===== src/rtl/blkmap_pkg.sv =====
// Shared types for the block address translation matcher.
// Assumes 32-bit effective and physical addresses with fixed field positions.
package blkmap_pkg;

    localparam int ADDR_W = 32;

    typedef enum logic [1:0] {
        ACC_READ  = 2'd0,
        ACC_WRITE = 2'd1,
        ACC_FETCH = 2'd2,
        ACC_RSVD  = 2'd3
    } acc_kind_e;

    typedef struct packed {
        logic x;
        logic w;
        logic r;
    } perm_t;

    // Turn a two-bit protection code into read/write/execute rights.
    function automatic perm_t decode_prot(input logic [1:0] code);
        perm_t p;
        case (code)
            2'd0:    p = '{x: 1'b0, w: 1'b0, r: 1'b0};
            2'd2:    p = '{x: 1'b1, w: 1'b1, r: 1'b1};
            default: p = '{x: 1'b1, w: 1'b0, r: 1'b1};
        endcase
        return p;
    endfunction

endpackage


===== src/rtl/blkmap_regs.sv =====
// Register store holding upper/lower pairs for the instruction and data arrays.
// Assumes a single write port; the write lands on the clock edge, so readers
// see the old value in the cycle of the write.
module blkmap_regs
    import blkmap_pkg::*;
#(
    parameter int NUM_ENT = 4,
    localparam int IDX_W = (NUM_ENT > 1) ? $clog2(NUM_ENT) : 1
) (
    input  logic                           clk,
    input  logic                           rst_n,
    input  logic                           we,
    input  logic                           iside,
    input  logic [IDX_W-1:0]               idx,
    input  logic                           upper_sel,
    input  logic [ADDR_W-1:0]              wdata,
    output logic [NUM_ENT-1:0][ADDR_W-1:0] i_up,
    output logic [NUM_ENT-1:0][ADDR_W-1:0] i_lo,
    output logic [NUM_ENT-1:0][ADDR_W-1:0] d_up,
    output logic [NUM_ENT-1:0][ADDR_W-1:0] d_lo
);

    // Clear every entry on reset; otherwise write the selected register.
    always_ff @(posedge clk) begin
        if (!rst_n) begin
            i_up <= '0;
            i_lo <= '0;
            d_up <= '0;
            d_lo <= '0;
        end else if (we) begin
            case ({iside, upper_sel})
                2'b11:   i_up[idx] <= wdata;
                2'b10:   i_lo[idx] <= wdata;
                2'b01:   d_up[idx] <= wdata;
                default: d_lo[idx] <= wdata;
            endcase
        end
    end

endmodule


===== src/rtl/blkmap_entry.sv =====
// Compare logic for one entry: block match, privilege usability,
// physical address formation and protection decode.
// Assumes the stored block bits are clear wherever the length mask is set.
module blkmap_entry
    import blkmap_pkg::*;
(
    input  logic [ADDR_W-1:0] upper,
    input  logic [ADDR_W-1:0] lower,
    input  logic [ADDR_W-1:0] ea,
    input  logic              user,
    output logic              usable_hit,
    output logic [ADDR_W-1:0] pa,
    output perm_t             perm
);

    logic [10:0] len_mask;
    logic        tag_eq;
    logic        priv_ok;

    // Block-length field selects the low block bits that are ignored.
    assign len_mask = upper[12:2];

    // Match the fixed high nibble and the unmasked low block bits.
    always_comb begin
        tag_eq  = (ea[31:28] == upper[31:28]) &&
                  ((ea[27:17] & ~len_mask) == upper[27:17]);
        priv_ok = user ? upper[0] : upper[1];
        usable_hit = tag_eq && priv_ok;
    end

    // Physical address mixes stored base and passed-through address bits.
    always_comb begin
        pa   = {lower[31:28], (ea[27:17] & len_mask) | lower[27:17], ea[16:0]};
        perm = decode_prot(lower[1:0]);
    end

endmodule


===== src/rtl/blkmap_pick.sv =====
// Priority selector: the lowest-indexed usable hit supplies the result.
// Assumes nothing about how many entries hit at once.
module blkmap_pick
    import blkmap_pkg::*;
#(
    parameter int NUM_ENT = 4
) (
    input  logic [NUM_ENT-1:0]             hits,
    input  logic [NUM_ENT-1:0][ADDR_W-1:0] pa_in,
    input  perm_t [NUM_ENT-1:0]            perm_in,
    output logic                           found,
    output logic [NUM_ENT-1:0]             grant,
    output logic [ADDR_W-1:0]              pa,
    output perm_t                          perm
);

    // Scan upward and keep the first usable hit.
    always_comb begin
        found = 1'b0;
        grant = '0;
        pa    = '0;
        perm  = '0;
        for (int i = 0; i < NUM_ENT; i++) begin
            if (hits[i] && !found) begin
                found    = 1'b1;
                grant[i] = 1'b1;
                pa       = pa_in[i];
                perm     = perm_in[i];
            end
        end
    end

endmodule


===== src/rtl/blkmap_xlate.sv =====
// Top of the block address translation matcher. Picks the instruction or
// data array by access kind, compares all entries in parallel, selects the
// lowest usable hit, checks the requested right and registers the result.
// Assumes request inputs are stable around the sampling clock edge.
module blkmap_xlate
    import blkmap_pkg::*;
#(
    parameter int NUM_ENT = 4,
    localparam int IDX_W = (NUM_ENT > 1) ? $clog2(NUM_ENT) : 1
) (
    input  logic             clk,
    input  logic             rst_n,
    input  logic             cfg_we,
    input  logic             cfg_iside,
    input  logic [IDX_W-1:0] cfg_idx,
    input  logic             cfg_upper,
    input  logic [31:0]      cfg_data,
    input  logic             req_valid,
    input  logic [31:0]      req_ea,
    input  logic [1:0]       req_kind,
    input  logic             req_user,
    output logic             rsp_valid,
    output logic             rsp_hit,
    output logic [31:0]      rsp_pa,
    output logic [2:0]       rsp_perm,
    output logic             rsp_ok
);

    logic [NUM_ENT-1:0][ADDR_W-1:0] i_up, i_lo, d_up, d_lo;
    logic [NUM_ENT-1:0][ADDR_W-1:0] sel_up, sel_lo, ent_pa;
    perm_t [NUM_ENT-1:0]            ent_perm;
    logic [NUM_ENT-1:0]             ent_hit, grant;
    logic                           found;
    logic [ADDR_W-1:0]              win_pa;
    perm_t                          win_perm;
    logic                           right_ok;

    blkmap_regs #(.NUM_ENT(NUM_ENT)) u_regs (
        .clk       (clk),
        .rst_n     (rst_n),
        .we        (cfg_we),
        .iside     (cfg_iside),
        .idx       (cfg_idx),
        .upper_sel (cfg_upper),
        .wdata     (cfg_data),
        .i_up      (i_up),
        .i_lo      (i_lo),
        .d_up      (d_up),
        .d_lo      (d_lo)
    );

    // Fetches consult the instruction array, everything else the data array.
    always_comb begin
        if (acc_kind_e'(req_kind) == ACC_FETCH) begin
            sel_up = i_up;
            sel_lo = i_lo;
        end else begin
            sel_up = d_up;
            sel_lo = d_lo;
        end
    end

    for (genvar g = 0; g < NUM_ENT; g++) begin : g_ent
        blkmap_entry u_ent (
            .upper      (sel_up[g]),
            .lower      (sel_lo[g]),
            .ea         (req_ea),
            .user       (req_user),
            .usable_hit (ent_hit[g]),
            .pa         (ent_pa[g]),
            .perm       (ent_perm[g])
        );
    end

    blkmap_pick #(.NUM_ENT(NUM_ENT)) u_pick (
        .hits    (ent_hit),
        .pa_in   (ent_pa),
        .perm_in (ent_perm),
        .found   (found),
        .grant   (grant),
        .pa      (win_pa),
        .perm    (win_perm)
    );

    // Check the right that the requested access kind needs.
    always_comb begin
        case (acc_kind_e'(req_kind))
            ACC_FETCH: right_ok = win_perm.x;
            ACC_WRITE: right_ok = win_perm.w;
            default:   right_ok = win_perm.r;
        endcase
    end

    // Register the result; misses and idle cycles leave every field at zero.
    always_ff @(posedge clk) begin
        if (!rst_n) begin
            rsp_valid <= 1'b0;
            rsp_hit   <= 1'b0;
            rsp_pa    <= '0;
            rsp_perm  <= '0;
            rsp_ok    <= 1'b0;
        end else begin
            rsp_valid <= req_valid;
            rsp_hit   <= req_valid && found;
            rsp_pa    <= (req_valid && found) ? win_pa : '0;
            rsp_perm  <= (req_valid && found) ? win_perm : 3'b000;
            rsp_ok    <= req_valid && found && right_ok;
        end
    end

    assert_single_winner_R2: assert property (@(posedge clk) disable iff (!rst_n)
        $onehot0(grant) && (found == (grant != '0)));

    assert_write_implies_rx_R5: assert property (@(posedge clk) disable iff (!rst_n)
        rsp_perm[1] |-> (rsp_perm[0] && rsp_perm[2]));

    assert_low_bits_pass_R6: assert property (@(posedge clk) disable iff (!rst_n)
        rsp_hit |-> (rsp_pa[16:0] == $past(req_ea[16:0])));

    assert_fetch_needs_exec_R7: assert property (@(posedge clk) disable iff (!rst_n)
        (rsp_ok && ($past(req_kind) == 2'd2)) |-> rsp_perm[2]);

    assert_ok_needs_hit_R7: assert property (@(posedge clk) disable iff (!rst_n)
        rsp_ok |-> (rsp_hit && rsp_valid));

    assert_miss_quiet_R8: assert property (@(posedge clk) disable iff (!rst_n)
        (!rsp_hit) |-> (rsp_pa == '0 && rsp_perm == '0 && !rsp_ok));

    assert_one_cycle_R9: assert property (@(posedge clk) disable iff (!rst_n)
        req_valid |=> rsp_valid);

    assert_idle_quiet_R9: assert property (@(posedge clk) disable iff (!rst_n)
        !req_valid |=> (!rsp_valid && !rsp_hit));

endmodule


===== config.mk =====
export PLATFORM = sky130hd
export DESIGN_NAME = blkmap_xlate
export DESIGN_NICKNAME = d
export VERILOG_FILES = /design/src/rtl/blkmap_pkg.sv /design/src/rtl/blkmap_regs.sv /design/src/rtl/blkmap_entry.sv /design/src/rtl/blkmap_pick.sv /design/src/rtl/blkmap_xlate.sv
export SDC_FILE = /design/constraint.sdc
export NUM_CORES = 1
export LEC_CHECK = 0
export BUFFER_PORTS_ARGS = -buffer_cell sky130_fd_sc_hd__buf_2
export CORE_MARGIN = 1
export CORE_UTILIZATION = 57
export DETAILED_ROUTE_END_ITERATION = 10
export PLACE_DENSITY = 0.78
export SLEW_MARGIN = 25
export SYNTH_ARGS = -nofsm -noshare
export SYNTH_HDL_FRONTEND = slang
export SYNTH_HIERARCHICAL = 1
export SYNTH_SLANG_ARGS = --single-unit

===== constraint.sdc =====
create_clock -name clk -period 2.95 [get_ports clk]
set_input_delay 0 -clock clk [delete_from_list [all_inputs] [get_ports clk]]
set_output_delay 0 -clock clk [all_outputs]
set_load 0.02 [all_outputs]

* Word level (Yosys, flattened, before mapping)
Cells that the tools add are included.
** Word-level totals
- Register bits :: 550
- Latch bits :: 0
- RAM bits :: 0
- Memory bits (read-only) :: 0
- Bits of input ports :: 75
- Word-level logic and storage cells :: 113
- Memories :: 0
** Operators by class
- $add $sub $neg :: 0
- Multiply operators :: 0
- Divide/modulo/power cells :: 0
- $lt $le $gt $ge :: 2
- Eq/ne operators :: 17
- Shifts and indexed selects :: 0
- Mux-type cells :: 29
- Bitwise gates (word level) :: 17
- Reduce and logical (&&, ||, !) cells :: 27
** Operators with widths (count)
- bitwise mux 128 bit :: 4
- two-way mux 128 bit :: 2
- two-way mux 32 bit :: 5
- bitwise AND 11 bit :: 8
- demux 32 bit (select 2 bit) :: 1
- equality test 11 bit :: 4
- inverter 11 bit :: 4
- OR 11 bit :: 4
- one-hot mux 3 bit (2 select lines) :: 4
- equality test 4 bit :: 4
- equality test 2 bit, second input constant :: 7
- logical AND 1 bit :: 14
- two-way mux 3 bit :: 4
- AND reduction 2 bit :: 5
- zero test 2 bit :: 4
- two-way mux 1 bit :: 8
- equality test 2 x 1 -> 1 bit, second input constant :: 2
- zero test 1 bit :: 3
- less-than comparator 2 x 3 -> 1 bit, second input constant :: 1
- OR reduction 3 bit :: 1
- >= comparator 2 x 1 -> 1 bit, second input constant :: 1
- one-hot mux 1 bit (2 select lines) :: 1
- inverter 1 bit :: 1

* Depth between registers and ports, before layout
Gate-level depths: netlist of the first run.
- Word-level depth :: 19
- Gate-level depth with buffers :: 17

* Modules after synthesis
The synthesis of the first run kept the hierarchy.
** Modules (own cells, without submodules)
- blkmap_regs :: instances 1, cells an instance 1740, area each 18174.9 um2
- blkmap_xlate :: instances 1, cells an instance 371, area each 5012.3 um2
- blkmap_entry :: instances 4, cells an instance 68, area each 535.5 um2
- blkmap_pick :: instances 1, cells an instance 164, area each 935.9 um2

* Worst setup path after synthesis of the first run
No wires, ideal clock.
- Path type :: input-to-reg
- From :: in req_kind[0]
- To :: reg rsp_ok
- Data arrival time :: 2.947 ns
- Required time :: 2.834 ns
- Setup slack :: -0.113 ns
- Stages on the path :: 17
- Buffers on the path :: 4
- Path through :: inv_1 -> ha_1 -> buf_6 -> buf_6 -> buf_6 -> mux2_4 -> nor2b_1 -> xnor2_2 -> nand4_1 -> nor4_2 -> or3b_1 -> buf_6 -> clkinv_8 -> a221oi_1 -> o21ai_0 -> a221o_1 -> and3_1
** RTL lines
- start: declaration :: RTL line blkmap_xlate.sv:20 : input logic [1:0] req_kind,
- end signal: assignment :: RTL line blkmap_xlate.sv:107 : rsp_ok <= req_valid && found && right_ok;
- end: declaration :: RTL line blkmap_xlate.sv:26 : output logic rsp_ok

==> results.py, run 1 <==
metrics = {
    "floorplan": {
        "die_x_um": 189,
        "ios": 113,
        "die_h_um": 189,
        "coreArea_um2": 34500,
        "initial_utilization_pct": 57.8,
        "dieArea_um2": 35800,
        "num_rows": 68,
    },
    "global_route": {
        "antenna_found_initial": 3,
        "track_usage_pct": 29.0,
        "grt_overflow": 0,
        "grt_first_pass_wirelength_um": 81300,
        "grt_pass1_vias": 14600,
        "grt_max_degree": 90,
    },
    "place": {
        "placed_area_um2": 20500,
        "io_buffers": 108,
        "post-place-cells": 2394,
        "dp_hpwl_um": 34100,
        "place_congestion": 0.881,
    },
    "power": {
        "switching_share_pct": 23.7,
        "power_density_nw_per_um2": 521,
        "seq_power_share_pct": 47.1,
        "vdd_drop_max_mv": 0.466,
        "pwr-share-comb_pct": 7.6,
        "clkPwrFrac_pct": 45.3,
        "p_sw_mw": 2.76,
        "power.leakage_nw": 9.72,
        "p_int_mw": 8.86,
    },
    "final_layout": {
        "final_nets": 2096,
        "design_area_um2": 22300,
        "fill_cells": 2685,
        "areaGrowthSynthToFinish_pct": 11.7,
        "final_cells": 2508,
        "drive_gt1_share_pct": 25.7,
    },
    "synth": {
        "syn_nets": 2076,
        "ys_warn_count": 6,
        "synth_area_um2": 20000,
        "syn_area_per_cell_um2": 10.0,
        "syn_inst": 1999,
    },
    "cts": {
        "cts.sink_count": 398,
        "clk_pin_slew_ps": 60,
        "ctsRootBufferMaster": "clkbuf_16",
        "numCtsBuffers": 43,
        "cts_hold_buf": 30,
        "cts_tree": "done",
        "clock_latency_ps": 550,
        "cts_buffer_depth": 3,
        "htreeDepth": 2,
    },
    "hold_path": {
        "hp-class": "input pin to flip-flop",
    },
    "setup_path": {
        "cp-start-kind": "flip-flop",
        "crit_chain": "mux2_4 > nor2b_1 > xnor2_1 > nand4_1 > nor4_4 > buf_4 > nor2b_4 > buf_6 > a221oi_2 > o21ai_1 > and2_1",
        "cp.depth": 11,
        "setup.worst_path.end_class": "flip-flop",
        "arrival_ps": 3460,
        "worst-path-buf-inv": 2,
        "reg2reg_slack_ps": -30,
        "worstPathMaxFanout": 11,
        "crit_end": "rsp_pa[21]",
        "cpPeakStageDelay_ps": 350,
        "path_delay_family": "simple AND/OR/NAND/NOR gates",
        "crit_slowest_cell": "nor4_4",
        "startpoint": "u_regs/d_up[35]",
        "worstPathRequired_ps": 3440,
        "path_class": "flip-flop to flip-flop",
        "r2r_start": "u_regs/d_up[35]",
        "r2r_cells": 11,
        "reg2reg_to": "rsp_pa[21]",
    },
    "sta": {
        "worst_slack_ps": -26.5,
        "hold_viol": 1,
        "slew-limit-headroom_pct": 44.6,
        "fin_setup_tns_ps": -47.7,
        "clock.fmax_mhz": 336,
        "worst_slew_pin_slew_ps": 831,
        "whs_ps": -28.8,
        "min_period_ps": 2980,
        "clock_skew_ps": 17.9,
        "min_period_over_period_pct": 101,
        "drv_slew": 0,
        "rsz0062_at_grt": "yes",
        "setup-violations-final": 3,
    },
    "route": {
        "via_per_inst": 5.68,
        "ant_nets": 0,
        "first_pass_iters": 7,
        "drtIter0Drc": 953,
        "num_vias": 14200,
        "drcViolationCount": 0,
        "wl_per_cell_um": 20.9,
        "routed_wl_um": 52400,
    },
    "flow_run": {
        "max_cap_violations": 0,
    },
    "outcome": {
        "status": "finished, violations left",
        "failed_checks": "negative hold slack, negative setup slack",
    },
}
registers in the layout, indices dropped and copies added (netlist names):
name / cells
u_regs/d_lo: 68
rsp_pa: 32
rsp_valid: 1
u_regs/d_up: 112
rsp_perm: 3
u_regs/i_up: 112
u_regs/i_lo: 68
rsp_hit: 1
rsp_ok: 1
tightest hold or removal path: cells and delay by family:
kind	cells	cell delay, ps
compound gates	1	90
simple gates	1	150
buf+inv	1	110
fa+ha+maj	1	140
layout make-up:
cell class	count	area [µm²]	area share, %
Multi-Input combinational cell	1322	10500	46.9
Sequential cell	398	7970	35.7
Timing Repair Buffer	251	1890	8.49
Clock buffer	60	1250	5.61
Tap cell	455	569	2.55
Clock inverter	17	131	0.589
Inverter	3	23.8	0.107
Antenna cell	2	5.00	0.0224
per-layer routing:
metal	global-route usage [%]	vias up	part of all wire (%)
met5	0	-	0.025
met4	12.2	2	3.9
met3	4.50	114	7.0
met2	48.0	502	46
met1	37.7	6981	43
li1	-	6644	-
power by group through the flow:
stage | Sequential (mW) | Combinational (mW) | Clock, mW
6_report | 5.47 | 0.884 | 5.26
5_1_grt | 5.48 | 0.926 | 5.56
4_1_cts | 5.47 | 0.860 | 5.32
3_5_place_dp | 5.59 | 0.823 | 0
3_3_place_gp | 5.59 | 0.806 | 0
2_1_floorplan | 5.58 | 0.620 | 0
cell usage in the layout, fill, tap and decap left out, drive strengths merged, types with 36 or more instances in the layout:
cell / n
nor2: 49
clkbuf: 61
mux2: 184
mux2i: 360
and2: 36
nor2b: 49
nand2: 425
xnor2: 52
a21o: 44
buf: 220
dfxtp: 398
stage by stage:
step                      utilization (%)  setup WS, ps  hold WS [ps]  total power [mW]
after floorplan                         -          3.75           122              6.20
after global placement               59.3          -559           219              6.39
after detailed placement             59.3          -616           232              6.41
after CTS                            64.2         -49.6         -43.0              11.6
after global routing                 64.6          -101         -2.05              12.0
final                                64.6         -26.5         -28.8              11.6
how the worst min path moves through the flow:
stage | start | to | cells past startpoint
final | req_kind[1] | rsp_ok | 4
after detailed placement | req_valid | rsp_valid | 2
after global routing | req_kind[1] | rsp_ok | 4
after global placement | req_valid | rsp_valid | 2
after floorplan | req_valid | rsp_valid | 1
after CTS | req_kind[1] | rsp_ok | 4
timing repair:
action,in CTS,in global routing
endpoints found under the hold margin,133,1
gates resized for setup,3,17
setup endpoints to repair,10,28
gates cloned,0,1
pin swaps,1,10
setup buffers,1,3
No activity file was read; power rests on OpenSTA's default activity.
==> run 2: changes to the inputs <==
- CORE_ASPECT_RATIO: not set -> 1.4
- CORE_UTILIZATION: 57 -> 60
- clock period: 2.95 -> 3.6 ns (I/O delays scaled with it)
==> run 2 against run 1 <==
Compared with the run above: worst hold slack better by 40 ps; combinational power is 25% lower; global-route usage is 1.1 points higher; the run now ends clean; sequential share of layout area is 1.2 points higher; register-to-register slack better by 620 ps; setup slack better by 170 ps; via count is 3.2% lower; non-clock buffer count is 55 lower; largest power group unchanged; utilization is 1.6 points higher; clock power is 22% lower; clock skew is 3.9 ps higher; count of clock-buffer cells in the layout is 8 lower.
==> results.py, run 2 (synthesis gave the netlist of run 1 again) <==
metrics = {
    "outcome": {
        "status": "completed",
    },
    "sta": {
        "setup-violations-final": 0,
        "min_period_over_period_pct": 95.9,
        "hold_viol": 0,
        "worst_slew_pin_slew_ps": 1010,
        "min_period_ps": 3450,
        "slew-limit-headroom_pct": 32.7,
        "clock.fmax_mhz": 290,
        "whs_ps": 11.4,
        "rsz0062_at_grt": "no",
        "drv_slew": 0,
        "clock_skew_ps": 21.7,
    },
    "place": {
        "post-place-cells": 2329,
        "place_congestion": 0.807,
        "io_buffers": 108,
        "dp_hpwl_um": 32900,
    },
    "floorplan": {
        "dieArea_um2": 34000,
        "coreArea_um2": 32600,
        "ios": 113,
        "die_h_um": 218,
        "num_rows": 78,
        "die_x_um": 156,
        "initial_utilization_pct": 61.3,
    },
    "setup_path": {
        "worstPathRequired_ps": 4030,
        "setup.worst_path.end_class": "flip-flop",
        "worst-path-buf-inv": 6,
        "cp.depth": 17,
        "r2r_start": "u_regs/d_up[69]",
        "reg2reg_slack_ps": 590,
        "cpPeakStageDelay_ps": 520,
        "path_delay_family": "buffers and inverters",
        "cp-start-kind": "input pin",
        "cp_common_cell": "buf_12",
        "crit_slowest_cell": "dlygate4sd3_1",
        "arrival_ps": 3880,
        "r2r_cells": 11,
        "worstPathMaxFanout": 13,
        "crit_chain": "dlygate4sd3_1 > buf_2 > ha_4 > buf_12 > buf_12 > mux2_2 > nor2b_1 > xnor2_1 > nand4_1 > buf_4 > nor4_4 > buf_6 > nor2b_4 > a221oi_1 > o21ai_1 > a221o_1 > and3_1",
        "reg2reg_to": "rsp_ok",
        "path_class": "input pin to flip-flop",
    },
    "route": {
        "wl_per_cell_um": 20.9,
        "routed_wl_um": 50800,
        "ant_nets": 0,
        "via_per_inst": 5.68,
        "first_pass_iters": 5,
        "num_vias": 13800,
        "drtIter0Drc": 1122,
        "drcViolationCount": 0,
    },
    "final_layout": {
        "fill_cells": 2545,
        "final_cell_mix": "nand2_1 (425), dfxtp_1 (398), mux2i_1 (360)",
        "reg.largest.list": "u_regs/d_up (112), u_regs/i_up (112)",
        "drive_gt1_share_pct": 22.9,
        "multi_input_area_um2": 10400,
        "register_area_um2": 7970,
        "final_common_cell": "nand2_1",
        "final_nets": 2036,
        "areaGrowthSynthToFinish_pct": 7.98,
        "final_cells": 2427,
    },
    "cts": {
        "cts_tree": "done",
        "htreeDepth": 2,
        "cts.sink_count": 398,
        "clk_pin_slew_ps": 70,
        "cts_buffer_depth": 3,
        "numCtsBuffers": 38,
        "clock_latency_ps": 550,
        "ctsRootBufferMaster": "clkbuf_16",
    },
    "power": {
        "vdd_drop_max_mv": 0.371,
        "power.leakage_nw": 9.27,
        "power_density_nw_per_um2": 429,
    },
    "hold_path": {
        "min_from": "rst_n",
        "hp-class": "input pin to flip-flop",
        "min_to": "u_regs/d_up[82]",
        "min_path_cells": 3,
    },
    "global_route": {
        "track_usage_pct": 30.1,
        "grt_overflow": 0,
        "grt_pass1_vias": 14100,
        "grt_first_pass_wirelength_um": 78500,
        "grt_max_degree": 112,
        "antenna_found_initial": 5,
    },
    "flow_run": {
        "max_cap_violations": 0,
    },
}
## run 2: worst min-delay path, stage by stage
cell	delay, ps
buf_8	250
nand2_1	160
mux2i_1	50
## run 2: per-layer routing
metal | share of wire, % | GRT usage, %
met5 | 0.051 | 0
met4 | 4.4 | 14.7
met3 | 5.2 | 4.81
met2 | 49 | 51.7
met1 | 42 | 36.4
## run 2: final cells by class
cell class	instances	share of cell area, %
Multi-Input combinational cell	1322	48.2
Sequential cell	398	36.9
Timing Repair Buffer	196	6.41
Clock buffer	52	5.12
Tap cell	440	2.55
Clock inverter	13	0.690
Inverter	3	0.110
Antenna cell	3	0.0348
## run 2: metrics by stage
step / area, µm² / util (%) / setup slack (ps) / setup TNS [ps] / power [mW]
floorplan: 20000 / - / 558 / 0 / 5.08
global placement: 20000 / 61.3 / -2.83 / -2.83 / 5.20
detailed placement: 20000 / 61.3 / -58.5 / -58.5 / 5.21
CTS: 21500 / 66.0 / 48.1 / 0 / 9.28
global route: 21600 / 66.2 / 8.70 / 0 / 9.52
finish: 21600 / 66.2 / 148 / 0 / 9.25
## run 2: repair_timing
| item | in CTS | in global routing |
|---|---|---|
| gates resized for setup | 0 | 6 |
| endpoints found under the hold margin | 48 | 0 |
| hold buffers | 27 | 0 |
| buffers inserted | 0 | 2 |
| setup endpoints to repair | 0 | 13 |
## run 2: worst max path at each step
stage / from / endpoint / slack (ps)
6_report: req_kind[1] / rsp_ok / 150
3_5_place_dp: req_kind[0] / rsp_ok / -60
3_3_place_gp: req_kind[0] / rsp_ok / -3
4_1_cts: req_kind[1] / rsp_ok / 50
5_1_grt: req_kind[1] / rsp_ok / 9
2_1_floorplan: req_kind[0] / rsp_ok / 560
## run 2: power by group
| group | internal, mW | total [mW] | switching, mW |
|---|---|---|---|
| clock network | 2.36 | 4.10 | 1.74 |
| logic | 0.269 | 0.667 | 0.398 |
| registers | 4.45 | 4.48 | 0.0264 |
==> run 3: changes to the inputs <==
- SETUP_SLACK_MARGIN: not set -> 0.2
==> run 3 against run 2 <==
Compared with the run above: final area is 0.25% lower; die area is the same; sequential power barely moved; first-iteration DRC count shrank 8.9%; cell count fell by 0.12%; the flow now finishes with violations (negative hold slack); sequential share of layout area increased by 0.092 points; via count fell by 0.13%; count of clock-buffer cells in the layout did not move; non-clock buffer count fell by 3; worst hold slack got worse by 20 ps; register-to-register slack got worse by 180 ps; clock skew grew 1.2 ps.
==> results.py, run 3 (synthesis gave the netlist of run 1 again) <==
metrics = {
    "outcome": {
        "status": "finished, violations left",
        "failed_checks": "negative hold slack",
    },
    "sta": {
        "setup-violations-final": 0,
        "clock.fmax_mhz": 314,
        "whs_ps": -8.69,
        "hold_viol": 1,
        "min_period_over_period_pct": 88.6,
        "min_period_ps": 3190,
        "fin_setup_tns_ps": 0,
        "slew-limit-headroom_pct": 31.4,
        "rsz0062_at_grt": "no",
        "drv_slew": 0,
        "clock_skew_ps": 22.9,
        "worst_slack_ps": 412,
        "worst_slew_pin_slew_ps": 1030,
    },
    "floorplan": {
        "initial_utilization_pct": 61.3,
        "die_x_um": 156,
        "dieArea_um2": 34000,
        "ios": 113,
        "die_h_um": 218,
        "coreArea_um2": 32600,
        "num_rows": 78,
    },
    "global_route": {
        "antenna_found_initial": 5,
        "grt_max_degree": 112,
        "track_usage_pct": 30.1,
        "grt_overflow": 0,
        "grt_first_pass_wirelength_um": 78500,
        "grt_pass1_vias": 14100,
    },
    "cts": {
        "ctsRootBufferMaster": "clkbuf_16",
        "cts_resized": 0,
        "cts_buffer_depth": 3,
        "cts.sink_count": 398,
        "cts_tree": "done",
        "htreeDepth": 2,
        "clock_latency_ps": 550,
        "cts_hold_buf": 27,
        "numCtsBuffers": 38,
        "clk_pin_slew_ps": 60,
        "postCtsSetupRepairBufs": 0,
    },
    "route": {
        "via_per_inst": 5.68,
        "drcViolationCount": 0,
        "wl_per_cell_um": 20.9,
        "drtIter0Drc": 1022,
        "first_pass_iters": 5,
        "num_vias": 13800,
        "ant_nets": 0,
        "routed_wl_um": 50700,
    },
    "power": {
        "power_density_nw_per_um2": 429,
        "power.leakage_nw": 9.24,
        "p_total_mw": 9.24,
        "vdd_drop_max_mv": 0.370,
    },
    "place": {
        "placed_area_um2": 20000,
        "place_ws_ps": -58.5,
        "place_congestion": 0.807,
        "io_buffers": 108,
        "dp_hpwl_um": 32900,
    },
    "setup_path": {
        "path_class": "flip-flop to flip-flop",
        "cp-start-kind": "flip-flop",
        "arrival_ps": 3620,
        "worstPathRequired_ps": 4030,
        "worstPathMaxFanout": 15,
        "setup.worst_path.end_class": "flip-flop",
    },
    "final_layout": {
        "multi_input_area_um2": 10400,
        "final_cell_mix": "nand2_1 (425), dfxtp_1 (398), mux2i_1 (360)",
        "design_area_um2": 21500,
        "final_nets": 2033,
        "postLayoutCoreUtil_pct": 66.0,
        "reg.largest.list": "u_regs/d_up (112), u_regs/i_up (112)",
        "drive_gt1_share_pct": 22.8,
        "areaGrowthSynthToFinish_pct": 7.71,
        "fill_cells": 2563,
        "register_area_um2": 7970,
        "final_common_cell": "nand2_1",
    },
    "hold_path": {
        "hp-class": "input pin to flip-flop",
    },
    "flow_run": {
        "max_cap_violations": 0,
    },
}
-- run 3: final cells by class --
class                           instances  area share [%]
Clock inverter                         13           0.692
Multi-Input combinational cell       1322            48.3
Inverter                                3           0.110
Sequential cell                       398            37.0
Antenna cell                            3          0.0349
Tap cell                              440            2.56
Clock buffer                           52            5.13
Timing Repair Buffer                  193            6.19
-- run 3: final timing paths --
path,slack [ps],cells after the start,end,start
max,410,11,rsp_ok,u_regs/d_up[69]
min,-9,3,u_regs/i_lo[115],rst_n
max reg2reg,410,11,rsp_ok,u_regs/d_up[69]
min reg2reg,460,2,u_regs/d_up[122],u_regs/d_up[122]
-- run 3: worst max-delay path: stages, from the launching register on --
cell and delay (ps):
dfxtp_1 320, mux2_4 270, nor2b_1 160, xnor2_1 190, nand4_1 230, nor4_2 320
or3b_2 610, buf_4 250, nor2_1 90, o21ai_0 120, a221o_1 360, and3_1 160
-- run 3: metrics by stage --
step / instances / hold WS, ps
CTS: 2421 / 1.06
global route: 2423 / 8.61
detailed placement: 2329 / 334
floorplan: 1999 / 122
finish: 2424 / -8.69
global placement: 2329 / 334
-- run 3: report_power, final --
group	leakage [nW]	total (mW)	switching (mW)	internal, mW
clock	0.619	4.10	1.73	2.36
combinational	5.41	0.663	0.397	0.266
sequential	3.21	4.48	0.0264	4.45
-- run 3: metal layers --
| metal | vias to the layer above | global-route usage, % | share of wire (%) |
|---|---|---|---|
| li1 | 6495 | - | - |
| met1 | 6714 | 36.4 | 42 |
| met2 | 427 | 51.8 | 49 |
| met3 | 132 | 4.81 | 5.3 |
| met4 | 4 | 14.7 | 4.4 |
| met5 | - | 0 | 0.051 |
